--- src/rtl/irq_router_pkg.sv ---
package irq_router_pkg;

  typedef enum logic [2:0] {
    K_NONE,
    K_PRIO,
    K_EN,
    K_THR,
    K_CLAIM
  } regKind_e;

  // strobes from the decoder to the datapath
  typedef struct packed {
    regKind_e kind;
    logic     wr;
    logic     rd;
  } strobe_t;

endpackage

--- src/rtl/irq_router_ctrl.sv ---
module irq_router_ctrl
  import irq_router_pkg::*;
#(
  parameter int NUM_SRC = 32,
  parameter int NUM_CTX = 2,
  parameter int ADDR_W  = 26
) (
  input  logic              busSel,
  input  logic              busWr,
  input  logic [ADDR_W-1:0] busAddr,
  output strobe_t           st,
  output logic [(NUM_CTX > 1 ? $clog2(NUM_CTX) : 1)-1:0] ctxSel,
  output logic [$clog2(NUM_SRC)-1:0]                    idxSel
);
  localparam int CW = (NUM_CTX > 1) ? $clog2(NUM_CTX) : 1;
  localparam int SW = $clog2(NUM_SRC);
  localparam int NW = (NUM_SRC + 31) / 32;
  localparam logic [ADDR_W-1:0] PRIO_END = ADDR_W'(4 * NUM_SRC);
  localparam logic [ADDR_W-1:0] EN_BASE  = ADDR_W'(32'h2080);
  localparam logic [ADDR_W-1:0] EN_END   = ADDR_W'(32'h2080 + NUM_CTX * 32'h100);
  localparam logic [ADDR_W-1:0] CX_BASE  = ADDR_W'(32'h201000);
  localparam logic [ADDR_W-1:0] CX_END   = ADDR_W'(32'h201000 + NUM_CTX * 32'h2000);

  logic [ADDR_W-1:0] enOff, cxOff;

  assign enOff = busAddr - EN_BASE;
  assign cxOff = busAddr - CX_BASE;

  always_comb begin
    st.kind = K_NONE;
    st.wr   = busSel & busWr;
    st.rd   = busSel & ~busWr;
    ctxSel  = '0;
    idxSel  = '0;
    if (busSel && busAddr[1:0] == 2'b00) begin
      if (busAddr < PRIO_END) begin
        st.kind = K_PRIO;
        idxSel  = SW'(busAddr >> 2);
      end else if (busAddr >= EN_BASE && busAddr < EN_END) begin
        if (32'(enOff[7:2]) < NW) begin
          st.kind = K_EN;
          ctxSel  = CW'(enOff >> 8);
          idxSel  = SW'(enOff[7:2]);
        end
      end else if (busAddr >= CX_BASE && busAddr < CX_END) begin
        ctxSel = CW'(cxOff >> 13);
        if (cxOff[12:0] == 13'h0)      st.kind = K_THR;
        else if (cxOff[12:0] == 13'h4) st.kind = K_CLAIM;
      end
    end
  end

endmodule

--- src/rtl/irq_router_dp.sv ---
module irq_router_dp
  import irq_router_pkg::*;
#(
  parameter int NUM_SRC = 32,
  parameter int NUM_CTX = 2,
  parameter int PRIO_W  = 3
) (
  input  logic                clk,
  input  logic                rstN,
  input  strobe_t             st,
  input  logic [(NUM_CTX > 1 ? $clog2(NUM_CTX) : 1)-1:0] ctxSel,
  input  logic [$clog2(NUM_SRC)-1:0]                    idxSel,
  input  logic [31:0]         wdata,
  input  logic [NUM_SRC-1:0]  srcIn,
  output logic [31:0]         rdata,
  output logic [NUM_CTX-1:0]  irqOut
);
  localparam int SW = $clog2(NUM_SRC);
  localparam logic [PRIO_W-1:0] MAXP = '1;

  logic [PRIO_W-1:0]  prio    [NUM_SRC];
  logic [NUM_SRC-1:0] en      [NUM_CTX];
  logic [PRIO_W-1:0]  thr     [NUM_CTX];
  logic [NUM_SRC-1:0] pending, inServ, nextPend, nextServ;
  logic [SW-1:0]      bestId  [NUM_CTX];
  logic [PRIO_W-1:0]  bestPri [NUM_CTX];
  logic [NUM_CTX-1:0] anyEl;
  logic [31:0]        enWord;
  logic               claimRd, doneWr, doneOk;
  logic [SW-1:0]      claimIdx, doneIdx;

  // per-context arbitration: strictly above threshold, ties to lowest id
  always_comb begin
    for (int c = 0; c < NUM_CTX; c++) begin
      bestId[c]  = '0;
      bestPri[c] = '0;
      for (int s = 1; s < NUM_SRC; s++) begin
        if (pending[s] && en[c][s] && prio[s] > thr[c] && prio[s] > bestPri[c]) begin
          bestId[c]  = SW'(s);
          bestPri[c] = prio[s];
        end
      end
      anyEl[c] = (bestId[c] != '0);
    end
  end

  assign claimRd  = st.rd && st.kind == K_CLAIM;
  assign claimIdx = bestId[ctxSel];
  assign doneWr   = st.wr && st.kind == K_CLAIM;
  assign doneIdx  = wdata[SW-1:0];
  assign doneOk   = doneWr && wdata < 32'(NUM_SRC) && wdata != 32'd0 &&
                    en[ctxSel][doneIdx] && inServ[doneIdx];

  // gateways
  always_comb begin
    nextPend    = pending | (srcIn & ~pending & ~inServ);
    nextPend[0] = 1'b0;
    nextServ    = inServ;
    if (claimRd && claimIdx != '0) begin
      nextPend[claimIdx] = 1'b0;
      nextServ[claimIdx] = 1'b1;
    end
    if (doneOk) nextServ[doneIdx] = 1'b0;
  end

  always_comb begin
    enWord = '0;
    for (int b = 0; b < 32; b++) begin
      if (32'(idxSel) * 32 + b < NUM_SRC)
        enWord[b] = en[ctxSel][SW'(32'(idxSel) * 32 + b)];
    end
  end

  always_ff @(posedge clk) begin
    if (!rstN) begin
      for (int s = 0; s < NUM_SRC; s++) prio[s] <= '0;
      for (int c = 0; c < NUM_CTX; c++) begin
        en[c]  <= '0;
        thr[c] <= '0;
      end
      pending <= '0;
      inServ  <= '0;
      rdata   <= '0;
      irqOut  <= '0;
    end else begin
      pending <= nextPend;
      inServ  <= nextServ;
      irqOut  <= anyEl;
      if (st.wr) begin
        case (st.kind)
          K_PRIO: if (idxSel != '0) prio[idxSel] <= wdata[PRIO_W-1:0];
          K_THR:  thr[ctxSel] <= wdata[PRIO_W-1:0];
          K_EN: begin
            for (int b = 0; b < 32; b++) begin
              if (32'(idxSel) * 32 + b < NUM_SRC && 32'(idxSel) * 32 + b != 0)
                en[ctxSel][SW'(32'(idxSel) * 32 + b)] <= wdata[b];
            end
          end
          default: ;
        endcase
      end
      if (st.rd) begin
        case (st.kind)
          K_PRIO:  rdata <= 32'(prio[idxSel]);
          K_EN:    rdata <= enWord;
          K_THR:   rdata <= 32'(thr[ctxSel]);
          K_CLAIM: rdata <= 32'(claimIdx);
          default: rdata <= '0;
        endcase
      end
    end
  end


  src0_idle_chk: assert property (@(posedge clk) disable iff (!rstN)
    !pending[0] && !inServ[0]);


  gate_excl_chk: assert property (@(posedge clk) disable iff (!rstN)
    (pending & inServ) == '0);


  claim_serv_chk: assert property (@(posedge clk) disable iff (!rstN)
    (claimRd && claimIdx != '0) |=> inServ[$past(claimIdx)]);

  generate
    for (genvar c = 0; c < NUM_CTX; c++) begin : g_ctxChk

      thr_mask_chk: assert property (@(posedge clk) disable iff (!rstN)
        ($past(thr[c]) == MAXP) |-> !irqOut[c]);
    end
    for (genvar s = 1; s < NUM_SRC; s++) begin : g_srcChk

      done_only_chk: assert property (@(posedge clk) disable iff (!rstN)
        $fell(inServ[s]) |-> $past(doneWr && wdata == 32'(s)));
    end
  endgenerate

endmodule

--- src/rtl/irq_router.sv ---
module irq_router
  import irq_router_pkg::*;
#(
  parameter int NUM_SRC = 32,
  parameter int NUM_CTX = 2,
  parameter int PRIO_W  = 3,
  parameter int ADDR_W  = 26
) (
  input  logic               clk,
  input  logic               rstN,
  input  logic               busSel,
  input  logic               busWr,
  input  logic [ADDR_W-1:0]  busAddr,
  input  logic [31:0]        busWdata,
  output logic [31:0]        busRdata,
  input  logic [NUM_SRC-1:0] srcIrq,
  output logic [NUM_CTX-1:0] ctxIrq
);
  localparam int CW = (NUM_CTX > 1) ? $clog2(NUM_CTX) : 1;
  localparam int SW = $clog2(NUM_SRC);

  strobe_t       st;
  logic [CW-1:0] ctxSel;
  logic [SW-1:0] idxSel;

  irq_router_ctrl #(.NUM_SRC(NUM_SRC), .NUM_CTX(NUM_CTX), .ADDR_W(ADDR_W)) u_ctrl (
    .busSel(busSel), .busWr(busWr), .busAddr(busAddr),
    .st(st), .ctxSel(ctxSel), .idxSel(idxSel)
  );

  irq_router_dp #(.NUM_SRC(NUM_SRC), .NUM_CTX(NUM_CTX), .PRIO_W(PRIO_W)) u_dp (
    .clk(clk), .rstN(rstN), .st(st), .ctxSel(ctxSel), .idxSel(idxSel),
    .wdata(busWdata), .srcIn(srcIrq), .rdata(busRdata), .irqOut(ctxIrq)
  );

endmodule

--- config.mk ---
export PLATFORM = sky130hd
export DESIGN_NAME = irq_router
export DESIGN_NICKNAME = d
export VERILOG_FILES = /design/src/rtl/irq_router_pkg.sv /design/src/rtl/irq_router_ctrl.sv /design/src/rtl/irq_router_dp.sv /design/src/rtl/irq_router.sv
export SDC_FILE = /design/constraint.sdc
export NUM_CORES = 1
export LEC_CHECK = 0
export BUFFER_PORTS_ARGS = -buffer_cell sky130_fd_sc_hd__buf_2
export CAP_MARGIN = 20
export CORE_UTILIZATION = 45
export CTS_BUF_LIST = sky130_fd_sc_hd__clkbuf_8
export DETAILED_ROUTE_END_ITERATION = 6
export PLACE_DENSITY = 0.64
export RECOVER_POWER = 25
export SLEW_MARGIN = 25
export SYNTH_ARGS = -nofsm -noshare
export SYNTH_HDL_FRONTEND = slang
export SYNTH_HIERARCHICAL = 1
export SYNTH_SLANG_ARGS = --single-unit
export TNS_END_PERCENT = 100
--- constraint.sdc ---
create_clock -name clk -period 54 [get_ports clk]
set_input_delay 13.5 -clock clk [delete_from_list [all_inputs] [get_ports clk]]
set_output_delay 13.5 -clock clk [all_outputs]
set_load 0.01 [all_outputs]
# After elaboration in Yosys (flattened, before gate mapping)
# Memories as Yosys holds them, arrays and structs flattened.
# Index checks and enable logic that the tools add are counted.
op_classes:
  n_addsub: 33
  n_mul: 0
  div: 0
  n_lt_le_gt_ge: 229
  n_eq_ne: 5
  shifts: 0
  muxes: 1449
  bitwise: 975
  n_reduce_logical: 304
op_table:
  columns: ["operator", "n"]
  rows:
  - ["$mux 1", 1209]
  - ["$mux 32", 36]
  - ["$reduce_bool 32->1", 33]
  - ["$lt 32x6->1 const B", 32]
  - ["$or 1x1->1", 961]
  - ["$gt 3x3->1", 122]
  - ["$logic_and 1x1->1", 261]
  - ["$mux 3", 76]
  - ["$mux 5", 40]
  - ["$lt 5x6->1 const B", 33]
  - ["$add 10x5->11 const B", 16]
  - ["$bmux 1 s5", 33]
  - ["$demux 1 s5", 33]
  - ["$ge 5x1->1 const B", 33]
  - ["$and 32x32->32", 4]
  - ["$not 32->32", 4]
  - ["$pmux 32 s4", 1]
  - ["$add 10x4->11 const B", 8]
  - ["$mux 4", 16]
  - ["$or 32x32->32", 2]
  - ["$add 10x3->11 const B", 4]
  - ["$reduce_or 32->1", 1]
  - ["$ge 26x14->1 const B", 1]
  - ["$ge 26x22->1 const B", 1]
  - ["24 further kinds", 35]
totals:
  regBits: 98
  latchBits: 0
  mem_bits_rw: 166
  romBits: 0
  inputBits: 94
  out_inout_bits: 34
  word_cells: 3003
  n_memories: 3
mem_list:
  columns: ["name", "words", "word_bits", "read_ports", "rd_ports_with_merged_regs", "write_ports", "line_no", "rtl"]
  rows:
  - ["u_dp.prio", 32, 3, 32, 0, 32, "irq_router_dp.sv:21", "logic [PRIO_W-1:0] prio [NUM_SRC];"]
  - ["u_dp.en", 2, 32, 3, 0, 2, "irq_router_dp.sv:22", "logic [NUM_SRC-1:0] en [NUM_CTX];"]
  - ["u_dp.thr", 2, 3, 3, 0, 2, "irq_router_dp.sv:23", "logic [PRIO_W-1:0] thr [NUM_CTX];"]

# Longest topological paths before layout
# An unclocked memory read counts as a cell.
depth:
  word_depth: 106
  mapped_depth: 215
  mapped_depth_nobuf: 213

# Hierarchy
# Netlist, hierarchy kept.
by_module_without_submodules:
  columns: ["mod", "instances", "cells_each", "area_each_um2", "seq_area_each_um2"]
  rows:
  - ["irq_router_dp", 1, 2931, 24626.1, 6906.6]
  - ["irq_router_ctrl", 1, 55, 436.7, 0.0]

# Least setup slack after synthesis
# Ideal clock, no wire load.
synth_timing:
  path_kind: "flip-flop to flip-flop"
  startpoint: "mem u_dp.thr[0][1]"
  endpoint: "reg u_dp.inServ[15]"
  setup_time_ns: 0.060
  arrival_ns: 37.233
  required_time_ns: 53.940
  path_slack_ns: 16.707
  stages_incl_launch_ff: 190
  n_path_buf: 1
  period_less_slack_ns: 37.293
  cell_sequence: "edfxtp_1 inv_1 ha_1 nor2b_1 o311a_1 nand2_1 nor2_1 ha_1 nand3_1 and4_1 o221a_2 mux2_2 ha_1 nor2b_1 o21a_1 o221ai_2 o221ai_1 o21ai_0 (+154 left out) or2_2 mux2i_1 ha_1 nand3_1 nand4_1 nor3_1 mux2_2 ha_1 nand3_1 nand4_1 nor3_1 nor2_1 and2_1 a311oi_1 nand2_1 buf_4 nor3_1 o221a_1"
synth_lines:
  columns: ["element", "line_no", "rtl"]
  rows:
  - ["start, declared", "irq_router_dp.sv:23", null]
  - ["end signal, assigned", "irq_router_dp.sv:87", "inServ <= nextServ;"]
  - ["end, declared", "irq_router_dp.sv:24", "logic [NUM_SRC-1:0] pending, inServ, nextPend, nextServ;"]

==> metrics.md <==
| Metric | Value |
|---|---|
| EDFF count, synth | `166` |
| Reg2reg start | `u_dp/thr[1][1]` |
| Design area | `0.0272 mm2` |
| Gr usage total | `between 30% and 40%` |
| CTS Buffer Depth | `3` |
| Clk slew on worst S/H paths | `roughly 0.060 ns` |
| Clk root buf | `clkbuf_8` |
| Via/cell ratio | `6.56` |
| Placer Congestion | `0.986` |
| Fmax | `between 0.02 and 0.025 GHz` |
| Slew @ Worst Pin | `3.91 ns` |
| Synthesized cell area | `roughly 0.025 mm2` |
| Average wire per standard cell | `roughly 24 um` |
| Area grow syn2layout | `8.35%` |
| First-pass GRT wire length | `between 100,000 and 150,000 um` |
| Cell internal pwr | `about 400 uW` |
| Final hold viol count | `0` |
| # setup viols final | `0` |
| Comb pwr share | `about two fifths` |
| Vias in the first global route | `23,500` |
| Drt initial violations | `2,844` |
| Slew HR | `-161%` |
| Switching part of the total | `40.2%` |
| PD cells | `about 24 mW/mm2` |
| Post-route clock period utilization | `82.6%` |
| Number of synthesized register bits | `between 200 and 300` |
| Placement Cell Area | `approximately 0.026 mm2` |
| FFs w/ async S/R, synth | `0%` |
| Slowest cell on crit path | `nor3_1` |
| # port buffers | `126` |
| Buffers and inverters on the worst path | `7` |
| Slowest stage delay, CP | `~0.7 ns` |
| Worst min path class | `reg -> reg` |
| Max Clock Skew | `~0.040 ns` |
| Syn. warnings | `6` |
| CTS Buf Count | `43` |
| Worst hold slack | `between 0.4 and 0.5 ns` |
| Share of power burned in registers | `35.8%` |
| Critical path fanouts, max | `31` |
| Initial antenna violation count | `2` |
| Vias | `25,200` |
| Post-synthesis instance total | `2,986` |
| Grt ovf | `0` |
| Die height | `approximately 240 um` |
| Hold path start | `u_dp/inServ[16]` |
| Critical path endpoint category | `flop` |
| FP Rows | `86` |
| Layout cell share with drive strength beyond 1 | `10.7%` |
| # H-tree levels | `2` |
| Count of different cell masters after synthesis | `roughly 120` |
| Die Width | `238 um` |
| Req. time, crit path | `~54 ns` |
| Failing checks | `max-capacitance violations, max-slew violations` |
| Status | `finished, violations left` |
| Leakage power | `~11 nW` |
| Routed WL | `roughly 94,000 um` |
| Clock sinks | `~260` |
| Die area | `~0.057 mm2` |
| I/O pins | `roughly 130` |
| Sequential fraction of the synthesis area | `between 20% and 30%` |
| Setup_tns | `0 ns` |
| DRC errors left | `0` |
| Most used DFF post-synth | `edfxtp_1` |
| Initial core utilization | `about 45%` |
| Ant diodes | `0` |
| Nets | `roughly 3,400` |
| Critical setup path kind | `reg -> reg` |
| Largest net degree at the start of global routing | `between 80 and 90` |
| Worst EP arrival | `44.94 ns` |
| Max Slew Vio Count | `between 100 and 150` |
| RSZ-0062 raised after global routing | `no` |
| Max VDD drop | `21.0 uV` |
| # resized after CTS | `0` |
| Most common cell after layout, fill and taps aside | `ha_1` |
| Hold-fix buffers, CTS | `0` |
| Post-DP HPWL | `between 70,000 and 80,000 um` |
| TritonRoute pass-1 iters | `6` |
| Post-route ant nets | `0` |
| Fin crit period | `about 45 ns` |
| Avg Synthesized Cell Area | `about 8.4 um2` |
| Power share of the clock group | `between 20% and 30%` |
| Max-cap violations | `2` |
| Commonest cells after routing, fill and taps aside | `ha_1 (270), nor2_1 (241), nand2_1 (228)` |
| Startpoint types | `flop` |
| Worst path top cell family by delay | `compound AO/OA/AOI/OAI gates` |
| Switch Pwr | `approximately 270 uW` |
| CTS tree | `yes` |
| Post-CTS setup buffers | `0` |
| Worst-Skew Late Latency | `0.61 ns` |
| Core area | `approximately 0.055 mm2` |
| Crit path from | `u_dp/thr[1][1]` |
==> power by group through the flow <==
stage	Sequential [mW]	Combinational [mW]	Clock (mW)
3_3_place_gp	0.241	0.244	0
6_report	0.238	0.257	0.170
4_1_cts	0.237	0.251	0.172
5_1_grt	0.238	0.283	0.179
3_5_place_dp	0.241	0.249	0
2_1_floorplan	0.232	0.183	0
==> layer usage <==
metal / share of wire [%] / track usage [%] / vias to the layer above / wire, um
li1: - / - / 11600 / -
met1: 43 / 45.7 / 12100 / 40100
met2: 44 / 51.9 / 1351 / 41700
met3: 9.4 / 4.00 / 181 / 8830
met4: 3.5 / 11.4 / 2 / 3260
met5: 0.014 / 0 / - / 13
==> worst paths after layout <==
check,endpoint,slack (ns),depth (start not counted)
worst max-delay path,u_dp/pending[27],9.38,202
worst max register to register,u_dp/pending[27],9.38,202
worst min-delay path,u_dp/inServ[16],0.47,1
worst min register to register,u_dp/inServ[16],0.47,1
==> cells in the mapped netlist (25+ instances only) <==
library cell  number  area share, %
and3_1            37           0.92
o21a_1            50            1.5
o211ai_1          31           0.93
a311oi_1          34            1.2
dfxtp_1           96            7.7
edfxtp_1         166             20
nand3_1          143            2.9
nand2_1          228            3.4
clkbuf_1          97            1.5
mux4_2            35            3.1
inv_1            187            2.8
mux2i_1           37            1.5
nor2_1           241            3.6
a31oi_1           29           0.72
a21o_1            47            1.4
mux2_2            26            1.2
nor4_1            33           0.82
a21oi_1          193            3.9
ha_1             270             13
a211oi_1          25           0.75
o21ai_0          139            2.8
nor3_1           211            4.2
and2_1            98            2.4
nand4_1           27           0.67
nor2b_1           48            1.2
==> per-stage QoR <==
step	worst slack (ns)	total power, mW	utilization [%]	instances
finish	9.38	0.665	49.3	3846
global route	6.07	0.700	49.3	3846
CTS	10.21	0.660	49.4	3846
detailed placement	10.47	0.490	47.9	3767
global placement	10.91	0.484	47.9	3767
floorplan	16.71	0.415	-	2990
==> layout make-up <==
type	instances	area, um2
Tap cell	748	936
Clock buffer	48	661
Multi-Input combinational cell	2415	17000
Clock inverter	31	174
Sequential cell	262	6910
Fill cell	5418	27900
Inverter	191	717
Timing Repair Buffer	151	768
==> state kept, by name, summed over array words and instances, names as in the netlist <==
signal,flops
u_dp/en,64
u_dp/inServ,31
u_dp/irqOut,2
u_dp/pending,31
u_dp/prio,96
u_dp/rdata,32
u_dp/thr,6
==> cell families (layout without fill, tap and decap cells) <==
group,after synthesis,after routing,share of synthesized area [%]
adders and majority gates,287,287,14.2
buffers and inverters,313,421,4.83
other,1,5,0.0150
and+or+nand+nor,1181,1181,23.8
DFF,262,262,27.6
xor gates and xnor gates,1,1,0.0350
AOI/OAI and AO/OA,843,843,23.8
muxes,98,98,5.79
Note: power is estimated with default switching activity, not from simulation.
